File: src/rtl/vfrx_pkg.sv
package vfrx_pkg;
  localparam int LANE_W = 8;
  localparam int LANES  = 3;

  typedef enum logic [1:0] {
    ACT_IDLE,
    ACT_PIX,
    ACT_PAD,
    ACT_DROP
  } vfrx_act_e;
endpackage

File: src/rtl/vfrx_pos.sv
module vfrx_pos #(
  parameter int DIM_W = 12
) (
  input  logic             clk,
  input  logic             rst,
  input  logic             step,
  input  logic             start,
  input  logic [DIM_W-1:0] cfg_rows,
  input  logic [DIM_W-1:0] cfg_cols,
  output logic             at_org,
  output logic             line_end,
  output logic             frame_end
);
  localparam logic [DIM_W-1:0] ONE = DIM_W'(1);

  logic [DIM_W-1:0] row_q, col_q, rows_q, cols_q;
  logic [DIM_W-1:0] eff_rows, eff_cols;

  assign at_org    = (row_q == '0) && (col_q == '0);
  assign eff_rows  = at_org ? cfg_rows : rows_q;
  assign eff_cols  = at_org ? cfg_cols : cols_q;
  assign line_end  = (col_q == eff_cols - ONE);
  assign frame_end = line_end && (row_q == eff_rows - ONE);

  always_ff @(posedge clk) begin
    if (rst) begin
      row_q  <= '0;
      col_q  <= '0;
      rows_q <= ONE;
      cols_q <= ONE;
    end else begin
      if (start) begin
        rows_q <= cfg_rows;
        cols_q <= cfg_cols;
      end
      if (step) begin
        col_q <= line_end ? '0 : col_q + ONE;
        if (line_end) row_q <= frame_end ? '0 : row_q + ONE;
      end
    end
  end
endmodule

File: src/rtl/vfrx_oreg.sv
module vfrx_oreg #(
  parameter int W = 24
) (
  input  logic         clk,
  input  logic         rst,
  input  logic         load,
  input  logic [W-1:0] d_data,
  input  logic         d_sof,
  input  logic         d_eol,
  input  logic         m_ready,
  output logic         m_valid,
  output logic [W-1:0] m_data,
  output logic         m_sof,
  output logic         m_eol,
  output logic         free
);
  assign free = !m_valid || m_ready;

  always_ff @(posedge clk) begin
    if (rst) begin
      m_valid <= 1'b0;
      m_data  <= '0;
      m_sof   <= 1'b0;
      m_eol   <= 1'b0;
    end else if (load) begin
      m_valid <= 1'b1;
      m_data  <= d_data;
      m_sof   <= d_sof;
      m_eol   <= d_eol;
    end else if (m_ready) begin
      m_valid <= 1'b0;
    end
  end
endmodule

File: src/rtl/vfrx_frame_rx.sv
module vfrx_frame_rx
  import vfrx_pkg::*;
#(
  parameter int PIX_W = LANE_W * LANES,
  parameter int DIM_W = 12
) (
  input  logic             clk,
  input  logic             rst,
  input  logic [DIM_W-1:0] cfg_rows,
  input  logic [DIM_W-1:0] cfg_cols,
  input  logic [PIX_W-1:0] s_tdata,
  input  logic             s_tvalid,
  output logic             s_tready,
  input  logic             s_tlast,
  input  logic             s_tuser,
  output logic [PIX_W-1:0] m_data,
  output logic             m_valid,
  input  logic             m_ready,
  output logic             m_sof,
  output logic             m_eol
);
  vfrx_act_e  act;
  logic       free, start, load;
  logic       at_org, line_end, frame_end;
  logic       pad_line_q, discard_q;
  logic [PIX_W-1:0] d_data;

  always_comb begin
    act      = ACT_IDLE;
    s_tready = 1'b0;
    start    = 1'b0;
    if (pad_line_q) begin
      if (free) act = ACT_PAD;
    end else begin
      s_tready = free;
      if (s_tvalid) begin
        if (s_tuser && !at_org) begin
          s_tready = 1'b0;
          if (free) act = ACT_PAD;
        end else if (s_tuser) begin
          if (free) begin
            act   = ACT_PIX;
            start = 1'b1;
          end
        end else if (at_org || discard_q) begin
          if (free) act = ACT_DROP;
        end else if (free) begin
          act = ACT_PIX;
        end
      end
    end
  end

  assign load   = (act == ACT_PIX) || (act == ACT_PAD);
  assign d_data = (act == ACT_PIX) ? s_tdata : '0;

  always_ff @(posedge clk) begin
    if (rst) begin
      pad_line_q <= 1'b0;
      discard_q  <= 1'b0;
    end else begin
      case (act)
        ACT_PIX: begin
          if (line_end) begin
            discard_q <= !s_tlast;
          end else begin
            discard_q <= 1'b0;
            if (s_tlast) pad_line_q <= 1'b1;
          end
        end
        ACT_PAD: begin
          discard_q <= 1'b0;
          if (line_end) pad_line_q <= 1'b0;
        end
        ACT_DROP: begin
          if (s_tlast) discard_q <= 1'b0;
        end
        default: ;
      endcase
    end
  end

  vfrx_pos #(.DIM_W(DIM_W)) u_pos (
    .clk(clk), .rst(rst), .step(load), .start(start),
    .cfg_rows(cfg_rows), .cfg_cols(cfg_cols),
    .at_org(at_org), .line_end(line_end), .frame_end(frame_end)
  );

  vfrx_oreg #(.W(PIX_W)) u_oreg (
    .clk(clk), .rst(rst), .load(load), .d_data(d_data),
    .d_sof(at_org), .d_eol(line_end), .m_ready(m_ready),
    .m_valid(m_valid), .m_data(m_data), .m_sof(m_sof), .m_eol(m_eol),
    .free(free)
  );
endmodule

File: config.mk
export PLATFORM = sky130hd
export DESIGN_NAME = vfrx_frame_rx
export DESIGN_NICKNAME = d
export VERILOG_FILES = /design/src/rtl/vfrx_pkg.sv /design/src/rtl/vfrx_pos.sv /design/src/rtl/vfrx_oreg.sv /design/src/rtl/vfrx_frame_rx.sv
export SDC_FILE = /design/constraint.sdc
export NUM_CORES = 1
export LEC_CHECK = 0
export ABC_AREA = 1
export CAP_MARGIN = 10
export CORE_MARGIN = 2
export CORE_UTILIZATION = 49
export CTS_CLUSTER_SIZE = 8
export DETAILED_ROUTE_END_ITERATION = 8
export GPL_ROUTABILITY_DRIVEN = 0
export PLACE_DENSITY = 0.77
export SYNTH_ARGS = -nofsm -noshare
export SYNTH_HDL_FRONTEND = slang
export SYNTH_SLANG_ARGS = --single-unit
File: constraint.sdc
create_clock -name clk -period 3.2 [get_ports clk]
set_clock_uncertainty 0.15 [all_clocks]
set_input_delay 0.96 -clock clk [delete_from_list [all_inputs] [get_ports clk]]
set_output_delay 0.96 -clock clk [all_outputs]
set_load 0.02 [all_outputs]
Word-level counts from Yosys, hierarchy flattened
Index checks and enable logic that the tools add are counted.
{ "totals": {"wordCells": 70, "inputBits": 54, "reg_bits": 77, "out_inout_bits": 28} }
{ "op_classes": {"mux": 30, "n_eq_ne": 9, "n_reduce_logical": 17, "add_sub_neg": 4} }
{ "ops": {"columns": ["operator", "n"], "rows": [
  ["12-bit 2-to-1 mux", 4],
  ["12-bit by 1-bit adder with 12-bit output, second input constant", 2],
  ["12-bit equality test", 2],
  ["12-bit logical NOT", 2],
  ["24-bit 2-to-1 mux", 1],
  ["12-bit by 1-bit subtractor with 12-bit output, second input constant", 2],
  ["1-bit 2-to-1 mux", 16],
  ["2-bit 2-to-1 mux", 7],
  ["2-bit inequality test, second input constant", 3],
  ["2-bit equality test, second input constant", 2],
  ["2-bit AND reduction", 2],
  ["4-bit AND reduction", 1],
  ["2-bit nonzero test", 2],
  ["1-bit logical AND", 3],
  ["1-bit logical NOT", 3],
  ["1-bit logical OR", 3],
  ["1-bit case mux with 3 select lines", 1],
  ["3-bit nonzero test", 1],
  ["2-bit by 1-bit equality test with 1-bit output, second input constant", 1],
  ["2-bit by 1-bit inequality test with 1-bit output, second input constant", 1],
  ["1-bit case mux with 2 select lines", 1]
]} }

Logic depth before layout (Yosys ltp)
Gate-level depths: netlist (run 1).
{ "logic_depth": {"ltp_word": 11, "mapped_depth": 27} }

Hierarchy
A second synthesis (run 1) with hierarchy kept.
{ "unflattened": {"cells_unflattened": 887, "area_unflattened_um2": 5480.3} }
{ "by_module_without_submodules": {"columns": ["module", "n_inst", "cells_each", "area_per_inst_um2", "seq_area_each_um2"], "rows": [
  ["vfrx_pos", 1, 674, 4056.4, 960.9],
  ["vfrx_oreg", 1, 117, 967.2, 540.5],
  ["vfrx_frame_rx", 1, 96, 456.7, 40.0]
]} }

Worst setup path after synthesis (run 1)
No wires, ideal clock.
{ "synth_timing": {"path_type": "reg-to-reg", "start": "register u_pos.row_q[0]", "end": "register u_pos.row_q[8]", "path_buffers": 5, "setup_ps": 113, "path_slack_ps": 22, "arrival_ps": 2915, "period_less_slack_ps": 3178, "path_stages_with_launch": 23, "path_cell_list": "dfxtp_1 > inv_1 > ha_1 > nand2_1 > inv_1 > nand2_1 > nor2_2 > nand3_2 > buf_6 > buf_6 > buf_2 > inv_1 > o21ai_0 > nand3_1 > nand2_1 > inv_1 > ha_1 > clkbuf_1 > inv_1 > clkbuf_1 > nand4_1 > nor2_1 > nor2_1"} }
{ "synth_via": {"elab_chain_len": 11} }
{ "synth_lines": {"columns": ["element", "line_no", "rtl"], "rows": [
  ["from (decl)", "vfrx_pos.sv:16", "logic [DIM_W-1:0] row_q, col_q, rows_q, cols_q;"],
  ["from (signal assigned)", "vfrx_pos.sv:38", "if (line_end) row_q <= frame_end ? '0 : row_q + ONE;"],
  ["branches (longest 11 deep; another with 12-bit by 1-bit subtractor with 12-bit output)", null, null]
]} }
Several ways; the timed one is not identified.
A chain may end at the register's enable or synchronous reset.

Worst setup path in the final report (run 1)
{ "layout_timing": {"start": "register u_pos.row_q[0]", "end": "register u_pos.row_q[7]"} }
The elaborated chain is that of the path after synthesis.

==> results.txt, run 1 <==
The slowest library cell on the worst path is dfxtp_2. Net switching is 46.68% of the power. The share of layout cells above drive strength 1 is 20.22%.

STA classifies the critical path endpoint as a flip-flop. The final count of pins violating max slew is 0. Counting instances in the post-synthesis netlist gives the leading cell types as nand2_1, inv_1, dfxtp_1, nor2_1, nand3_1. The relative contribution of the clock network to total power came out at 14.7%. By instance count, the cell type seen most on the critical path is nor2_1. At the later pin of the worst-skew pair, clock insertion delay measures 0.38 ns. In this run the cell area of the synthesized design comes to 5159 um2. By area the synthesized netlist is led by dfxtp_1, nand2_1, inv_1. In this run the most critical hold path is launched from u_pos.cols_q[11]$_SDFFE_PP0P_.

The post-synthesis cell type with the largest combined area is dfxtp_1. The number of flops mapped to enable cells by yosys came out at 0. During placement, the flow inserted port buffers numbering 81. The final-report hold violation count was 0.

The net count reported at finish is 1,047. The time the worst path needs with I/O delays and setup came out at 3.175 ns. The clock passes through at most 2 buffers.

Detailed placement finished with a half-perimeter wire length of 10,560 um. 82 I/O pins were placed. The most frequent cell after synthesis is nand2_1. The clock buffer count from CTS came out at 9. The library cell used as clock root buffer is clkbuf_8. Measured against its own limit, the worst slew margin works out to 55.07%. 0 antenna diodes ended up in the layout. The number of search-and-repair iterations in the first detailed-routing pass came out at 5.

The remaining global-route overflow came out at 0. The number of global-route vias before repair came to 4,957. The internal power of the cells is 3167 uW. Entering global routing, the biggest net connects 49 pins. The net switching power came out at 2773 uW. The critical path is of the flip-flop to flip-flop type. The share of flip-flops with an asynchronous set or reset came out at 0%.

For this run, the slowest stage of the critical path takes 0.33 ns. Counting every net in the synthesized netlist gives 901. The combinational fraction of design power is 65.8%. The startpoint type of the worst setup path is a flip-flop. The placement row count came out at 37. In this run the critical register-to-register path is launched from u_pos.row_q[0]$_SDFFE_PP0P_. The most used flip-flop cell after synthesis is dfxtp_1. The area of the core is 10,280 um2. At the worst endpoint, the required time is 3.33 ns. The global-route usage over all layers came out at 24.98%. The placed instance area came out at 6538 um2. The violation count after the first detailed-route iteration came out at 503. The first global-routing pass estimated 22,980 um of wire.

In this run the number of H-tree levels came out at 3. Setup repair after global routing could not meet its margin everywhere. The cell area after layout came out at 7122 um2.

The post-synthesis average cell area is 6.156 um2. Once detail routing completed, the nets flagged for antenna violations numbered 0. The transition time at the pin with the least slew margin came out at 0.6688 ns. The number of different library cells used by synthesis comes to 33. For the worst setup path, the data arrival time is 3.30 ns. Synthesis handed over a netlist of 838 instances. The die is 106.6 um wide. The number of endpoints failing setup at the final stage came out at 0. The die is 106.6 um tall. TritonCTS built the clock tree.

In this run the biggest area consumer among cell types represents 29.88% of the synthesized area. Walking the worst path, the cells encountered are inv_2 > ha_4 > nand2_2 > inv_2 > nand2_4 > nor2_4 > nand3_2 > buf_12 > buf_4 > o21ai_4 > ha_4 > xor2_1 > nand3_1 > nor2_1 > nand2_1 > nor2_1 > nand4_1 > nor2_1 > nand2_2 > nand2_4 > nand2_4 > nand2_1 > nor2_1. The final core area utilization came out at 69.30%. The non-filler instance count after layout came out at 1,125. From synthesis to final layout, the design area changed by 38.05%. The routed layout has 5,714 vias. Setup total negative slack on the finished layout was measured at 0 ns. The count of maximum capacitance violations is 0.

For this design, the sink count on the clock tree is 77. After detailed placement, the design holds a cell count of 1,096. After synthesis the netlist holds a flip-flop and latch count of 77. The wire length reported by the detailed router is 14,660 um. The peak clock frequency supported by timing came out at 0.3150 GHz.

The largest driver fanout on the critical path came out at 8. The number of antenna violations at the first check in global routing came to 0. The number of buffers inserted by hold repair at cts came out at 0.

The leakage power summed over all cells is 0.003304 uW. After layout, the worst path uses 99.21% of the clock period. The run finished with clean final reports. The detail-routed via count per cell came out at 5.079. Per report_power, the sequential group accounts for 19.5% of the total.

The number of design rule violations left after detail routing came out at 0. The number of warnings reported in the yosys synthesis log came out at 0. The floorplan die area came out at 11,360 um2. The maximum resistive drop on vdd came out at 399.5 uV. The starting density of the core is 50.19%.

In this run the power density over the cells is 834.1 nW/um2. The clock-pin slew on the worst setup and hold paths came out at 0.08 ns. In the final routed layout, each cell accounts on average for 13.03 um. The class of the most critical hold timing path is flip-flop to flip-flop. The total design power came out at 5941 uW. The part of the Yosys area used for sequential elements came out at 29.88%. The most critical setup path has its startpoint at u_pos.row_q[0]$_SDFFE_PP0P_.
## kinds of logic after synthesis
logic type	Yosys count	synth area share [%]
buffers and inverters	156	12.05
xor gates and xnor gates	15	2.547
DFF	77	29.88
and+or+nand+nor	466	41.09
AOI/OAI and AO/OA	115	12.25
adders and majority gates	9	2.183
## worst max-delay path, delay by kind of cell, from the launching register on
kind / cells / cell delay [ns]
flip-flops: 1 / 0.33
XOR/XNOR: 1 / 0.14
adder cells (fa/ha/maj): 2 / 0.37
buffers and inverters: 4 / 0.46
AND/OR/NAND/NOR: 15 / 1.44
AO/OA/AOI/OAI: 1 / 0.19
## power groups by stage
| stage | logic, uW | registers, uW | clock network, uW |
|---|---|---|---|
| 6_report | 3910 | 1160 | 874 |
| 5_1_grt | 4300 | 1170 | 922 |
| 4_1_cts | 3420 | 1150 | 871 |
| 3_5_place_dp | 3410 | 1170 | 0 |
| 3_3_place_gp | 3380 | 1170 | 0 |
| 2_1_floorplan | 2190 | 1250 | 0 |
## layout by cell type, fill, tap and decap left out, drive strengths merged
master / Yosys / layout
nand2: 270 / 271
inv: 129 / 129
nor2: 81 / 81
buf: 8 / 79
clkdlybuf4s50: 0 / 78
dfxtp: 77 / 77
nand3: 68 / 68
a21oi: 57 / 57
o21ai: 51 / 51
nand4: 36 / 36
clkbuf: 19 / 14
xor2: 13 / 13
ha: 9 / 9
nor4: 5 / 5
nor3: 5 / 5
o211ai: 3 / 3
o21bai: 2 / 2
bufinv: 0 / 2
clkinv: 0 / 2
dlymetal6s2s: 0 / 2
xnor2: 2 / 2
nand3b: 1 / 1
o31ai: 1 / 1
o2111ai: 1 / 1
## area by class of cell
cell class	instances	area (um2)
Inverter	129	486.7
Multi-Input combinational cell	606	3224
Tap cell	136	170.2
Fill cell	892	3156
Timing Repair Buffer	161	1469
Sequential cell	77	1546
Clock inverter	4	70.07
Clock buffer	12	155.1
## sequential cells by signal, summed over array words and instances (netlist names)
signal and cells:
u_oreg.m_sof 1, u_pos.cols_q 12, u_oreg.m_valid 1, u_oreg.m_data 24
u_pos.row_q 12, u_pos.col_q 12, pad_line_q 1, discard_q 1
u_pos.rows_q 12, u_oreg.m_eol 1
## timing repair
action	CTS	global route
gates cloned	0	2
setup endpoints to repair	1	28
gates resized for setup	2	67
setup buffers	0	11
pin swaps	0	24
## stage by stage
stage                     worst slack (ns)  hold WS (ns)
after floorplan                    0.02201        0.2739
after global placement             -0.2434        0.2830
after global routing               -0.1191        0.3292
after detailed placement           -0.2977        0.2894
final                              0.02525        0.3024
after CTS                         0.002575        0.3007
## routing by layer
| metal | global-route usage, % | vias up | part of all wire (%) | wire (um) |
|---|---|---|---|---|
| met1 | 33.90 | 2546 | 45 | 6598 |
| met4 | 7.607 | 0 | 1.5 | 227 |
| li1 | - | 2954 | - | - |
| met2 | 38.54 | 196 | 45 | 6568 |
| met5 | 0 | - | 0 | 0 |
| met3 | 7.112 | 18 | 8.6 | 1263 |
## final timing paths
path / end / slack [ns] / depth (start not counted)
min reg2reg: u_pos.cols_q[11]$_SDFFE_PP0P_ / 0.30 / 2
min: u_pos.cols_q[11]$_SDFFE_PP0P_ / 0.30 / 2
max: u_pos.row_q[7]$_SDFFE_PP0P_ / 0.03 / 23
max reg2reg: u_pos.row_q[7]$_SDFFE_PP0P_ / 0.03 / 23
Power figures use the tool's default switching activity.
==> inputs of run 2 (changes only) <==
--- a/config.mk
+++ b/config.mk
@@ -8,11 +8,12 @@
 export ABC_AREA = 1
 export CAP_MARGIN = 10
 export CORE_MARGIN = 2
-export CORE_UTILIZATION = 49
-export CTS_CLUSTER_SIZE = 8
+export CORE_UTILIZATION = 58
+export CTS_CLUSTER_SIZE = 20
 export DETAILED_ROUTE_END_ITERATION = 8
+export DONT_BUFFER_PORTS = 1
 export GPL_ROUTABILITY_DRIVEN = 0
-export PLACE_DENSITY = 0.77
+export PLACE_DENSITY = 0.76
 export SYNTH_ARGS = -nofsm -noshare
 export SYNTH_HDL_FRONTEND = slang
 export SYNTH_SLANG_ARGS = --single-unit
==> run 2 against run 1 <==
Combinational power shrank 15%. Fmax grew 0.14%. Global-route usage grew 4.8 points. Via count shrank 2.0%. Setup slack gained 0.0043 ns. Power shrank 9.6%. First-iteration DRC count shrank 38%. Critical endpoint unchanged.
==> results.txt, run 2 (same netlist as run 1, synthesis figures left out) <==
The critical path data required time came out at 3.33 ns (about the same). The setup slack at placement is -0.01227 ns (+0.2854 ns). The vias after detailed routing came out at 5,600 (-2.0%). The largest driver fanout on the critical path came to 6 (-2). The number of endpoints failing setup at the final stage is 0 (unchanged). The number of I/O pins came to 82 (unchanged).

The horizontal die dimension is 98.31 um (-7.8%). The net count reported at finish is 936 (-11%). The area growth from synthesis to final layout is 17.58%.

The placement row count came out at 34 (-8.1%). The deepest clock path buffer count came out at 2 (unchanged). The final worst-path setup slack came out at 0.02959 ns (+0.004342 ns). The sink count of the clock tree came out at 77 (unchanged). The pin count of the biggest net entering global routing came out at 49 (unchanged). The worst setup path is launched from a flip-flop. The class of the most critical hold timing path is flip-flop to flip-flop. The endpoint arrival time on the critical path came out at 3.30 ns (about the same). The share of layout cells above drive strength 1 is 20.05% (-0.18 points). The power density of the placed cells was 885.8 nW/um2 (+6.2%).

The number of nets still failing antenna checks after routing came out at 0 (unchanged). The detail-routed via count per cell came out at 5.680 (+12%). The flow ran to the end, and the final reports show no timing, DRC or antenna violations. The number of global-route vias before repair is 5,148 (+3.9%).

The transition time at the pin with the least slew margin came out at 0.5732 ns (-0.09554 ns). The maximum resistive drop on vdd was 493.1 uV (+23%). The total number of H-tree levels is 3 (unchanged). The final-report hold violation count is 0 (unchanged). The total negative slack is 0 ns (unchanged). The floorplan die area came out at 9665 um2 (-15%). The clock insertion delay at the later pin of the skew report came out at 0.38 ns (about the same). The area of the core is 8678 um2 (-16%). The starting density of the core is 59.44% (+9.2 points). The wire length reported by the detailed router is 15,010 um (+2.4%). The number of antenna violations at the first check in global routing came out at 0 (unchanged).

The final count of pins violating max slew came out at 0 (unchanged). The cell area after layout came out at 6066 um2 (-15%). The final clock period utilization by the worst path came out at 99.08% (-0.14 points). The number of fillers in the final layout is 765 (-14%). The number of flip-flops in the largest register came out at 24 (unchanged).

The root buffer cell chosen for the clock tree is clkbuf_8. The most common cell after layout, fill and taps aside is nand2_1. The overall die height came out at 98.31 um (-7.8%). The leakage power summed over all cells was 0.002811 uW (-15%). The placed instance area came out at 5454 um2 (-17%). The global-route usage over all layers came out at 29.76% (+4.8 points). The count of maximum capacitance violations came out at 0 (unchanged). The peak clock frequency supported by timing came to 0.3154 GHz (+0.14%). The wire length of the first global-routing pass is 23,690 um (+3.1%). The violation count after the first detailed-route iteration was 313 (-38%).

The number of search-and-repair iterations in the first detailed-routing pass came to 6 (+1). The largest register by flop count is u_oreg.m_data. The average wire per cell in the routed design is 15.22 um (+17%). The type of the worst setup path is flip-flop to flip-flop. The number of diodes came out at 0 (unchanged).

The number of design rule violations left after detail routing is 0 (unchanged). The clock-pin slew on the worst setup and hold paths came out at 0.10 ns (+0.02 ns). The time the worst path needs with I/O delays and setup was 3.170 ns (-0.004342 ns). Setup repair after global routing could not meet its margin everywhere. The clock buffer count from CTS came to 9 (unchanged). The total design power is 5373 uW (-9.6%). TritonCTS built the clock tree. The capturing element type of the critical path is a flip-flop. The remaining global-route overflow came out at 0 (unchanged). The worst slew slack as a fraction of its limit is 61.49% (+6.4 points).

The number of I/O port buffers is 0 (-100%). The library cells used most frequently in the layout, excluding fill and tap cells, are nand2_1, inv_1, dfxtp_1, nor2_1, a21oi_1. The post-DP HPWL is 10,720 um (+1.5%).
[run 2: worst paths after layout]
path	from	endpoint	slack, ns	depth (start not counted)
worst max-delay path	u_pos.col_q[0]$_SDFFE_PP0P_	u_pos.row_q[7]$_SDFFE_PP0P_	0.03	22
worst max register to register	u_pos.col_q[0]$_SDFFE_PP0P_	u_pos.row_q[7]$_SDFFE_PP0P_	0.03	22
worst min-delay path	u_pos.cols_q[5]$_SDFFE_PP0P_	u_pos.cols_q[5]$_SDFFE_PP0P_	0.31	2
worst min register to register	u_pos.cols_q[5]$_SDFFE_PP0P_	u_pos.cols_q[5]$_SDFFE_PP0P_	0.31	2
[run 2: metrics by stage]
stage	utilization (%)	std cells	hold WS, ns
after floorplan	-	838	0.2739
after global placement	62.85	957	0.2831
after detailed placement	62.85	957	0.2925
after CTS	65.31	973	0.3068
after global routing	69.90	986	0.3316
final	69.90	986	0.3055
[run 2: critical path, stage by stage, from the launching register on]
cell and delay (ns):
dfxtp_2 0.34, inv_2 0.07, ha_4 0.13, nand2_2 0.05, inv_2 0.06, nand2_4 0.05, nor2_4 0.14, buf_6 0.14
nand4_1 0.12, nand2_2 0.12, ha_4 0.16, buf_6 0.11, nand3_4 0.10, nor2_4 0.20, nand4_1 0.15, nand2_2 0.11
nand4_1 0.16, nor2_4 0.19, nand3_4 0.11, nand2_8 0.17, nand2_8 0.09, nand2_2 0.08, nor2_1 0.04
[run 2: cell type report]
cell class	count	area [um2]	share of cell area [%]
multi-input cells	606	3274	53.98
flip-flops and latches	77	1546	25.49
inverters	129	494.2	8.148
repair buffers	49	402.9	6.642
well taps	108	135.1	2.228
clock buffers	9	123.9	2.042
clock inverters	7	82.58	1.361
repair inverters	1	6.256	0.1031
[run 2: per-layer routing]
metal  track usage [%]  part of all wire, %  wire length [um]  vias to the layer above
met5                 0                    0                 0                        -
met4             12.43                  4.5               682                        0
met3             4.868                  6.9              1041                       69
met2             52.28                   50              7447                      274
met1             35.97                   39              5840                     2512
li1                  -                    -                 -                     2745
[run 2: timing repair]
action / in CTS / in global routing
gates cloned: 0 / 2
pin swaps: 0 / 23
setup endpoints to repair: 3 / 49
gates resized for setup: 2 / 79
hold buffers: 0 / 0
buffers inserted: 0 / 11
hold endpoints to repair: 0 / 0
[run 2: power by group]
| part | leakage [uW] | internal, uW | switching [uW] | total, uW |
|---|---|---|---|---|
| Sequential | 0.000628 | 1100 | 151 | 1250 |
| Clock | 0.000104 | 374 | 443 | 817 |
| Combinational | 0.00208 | 1160 | 2140 | 3310 |
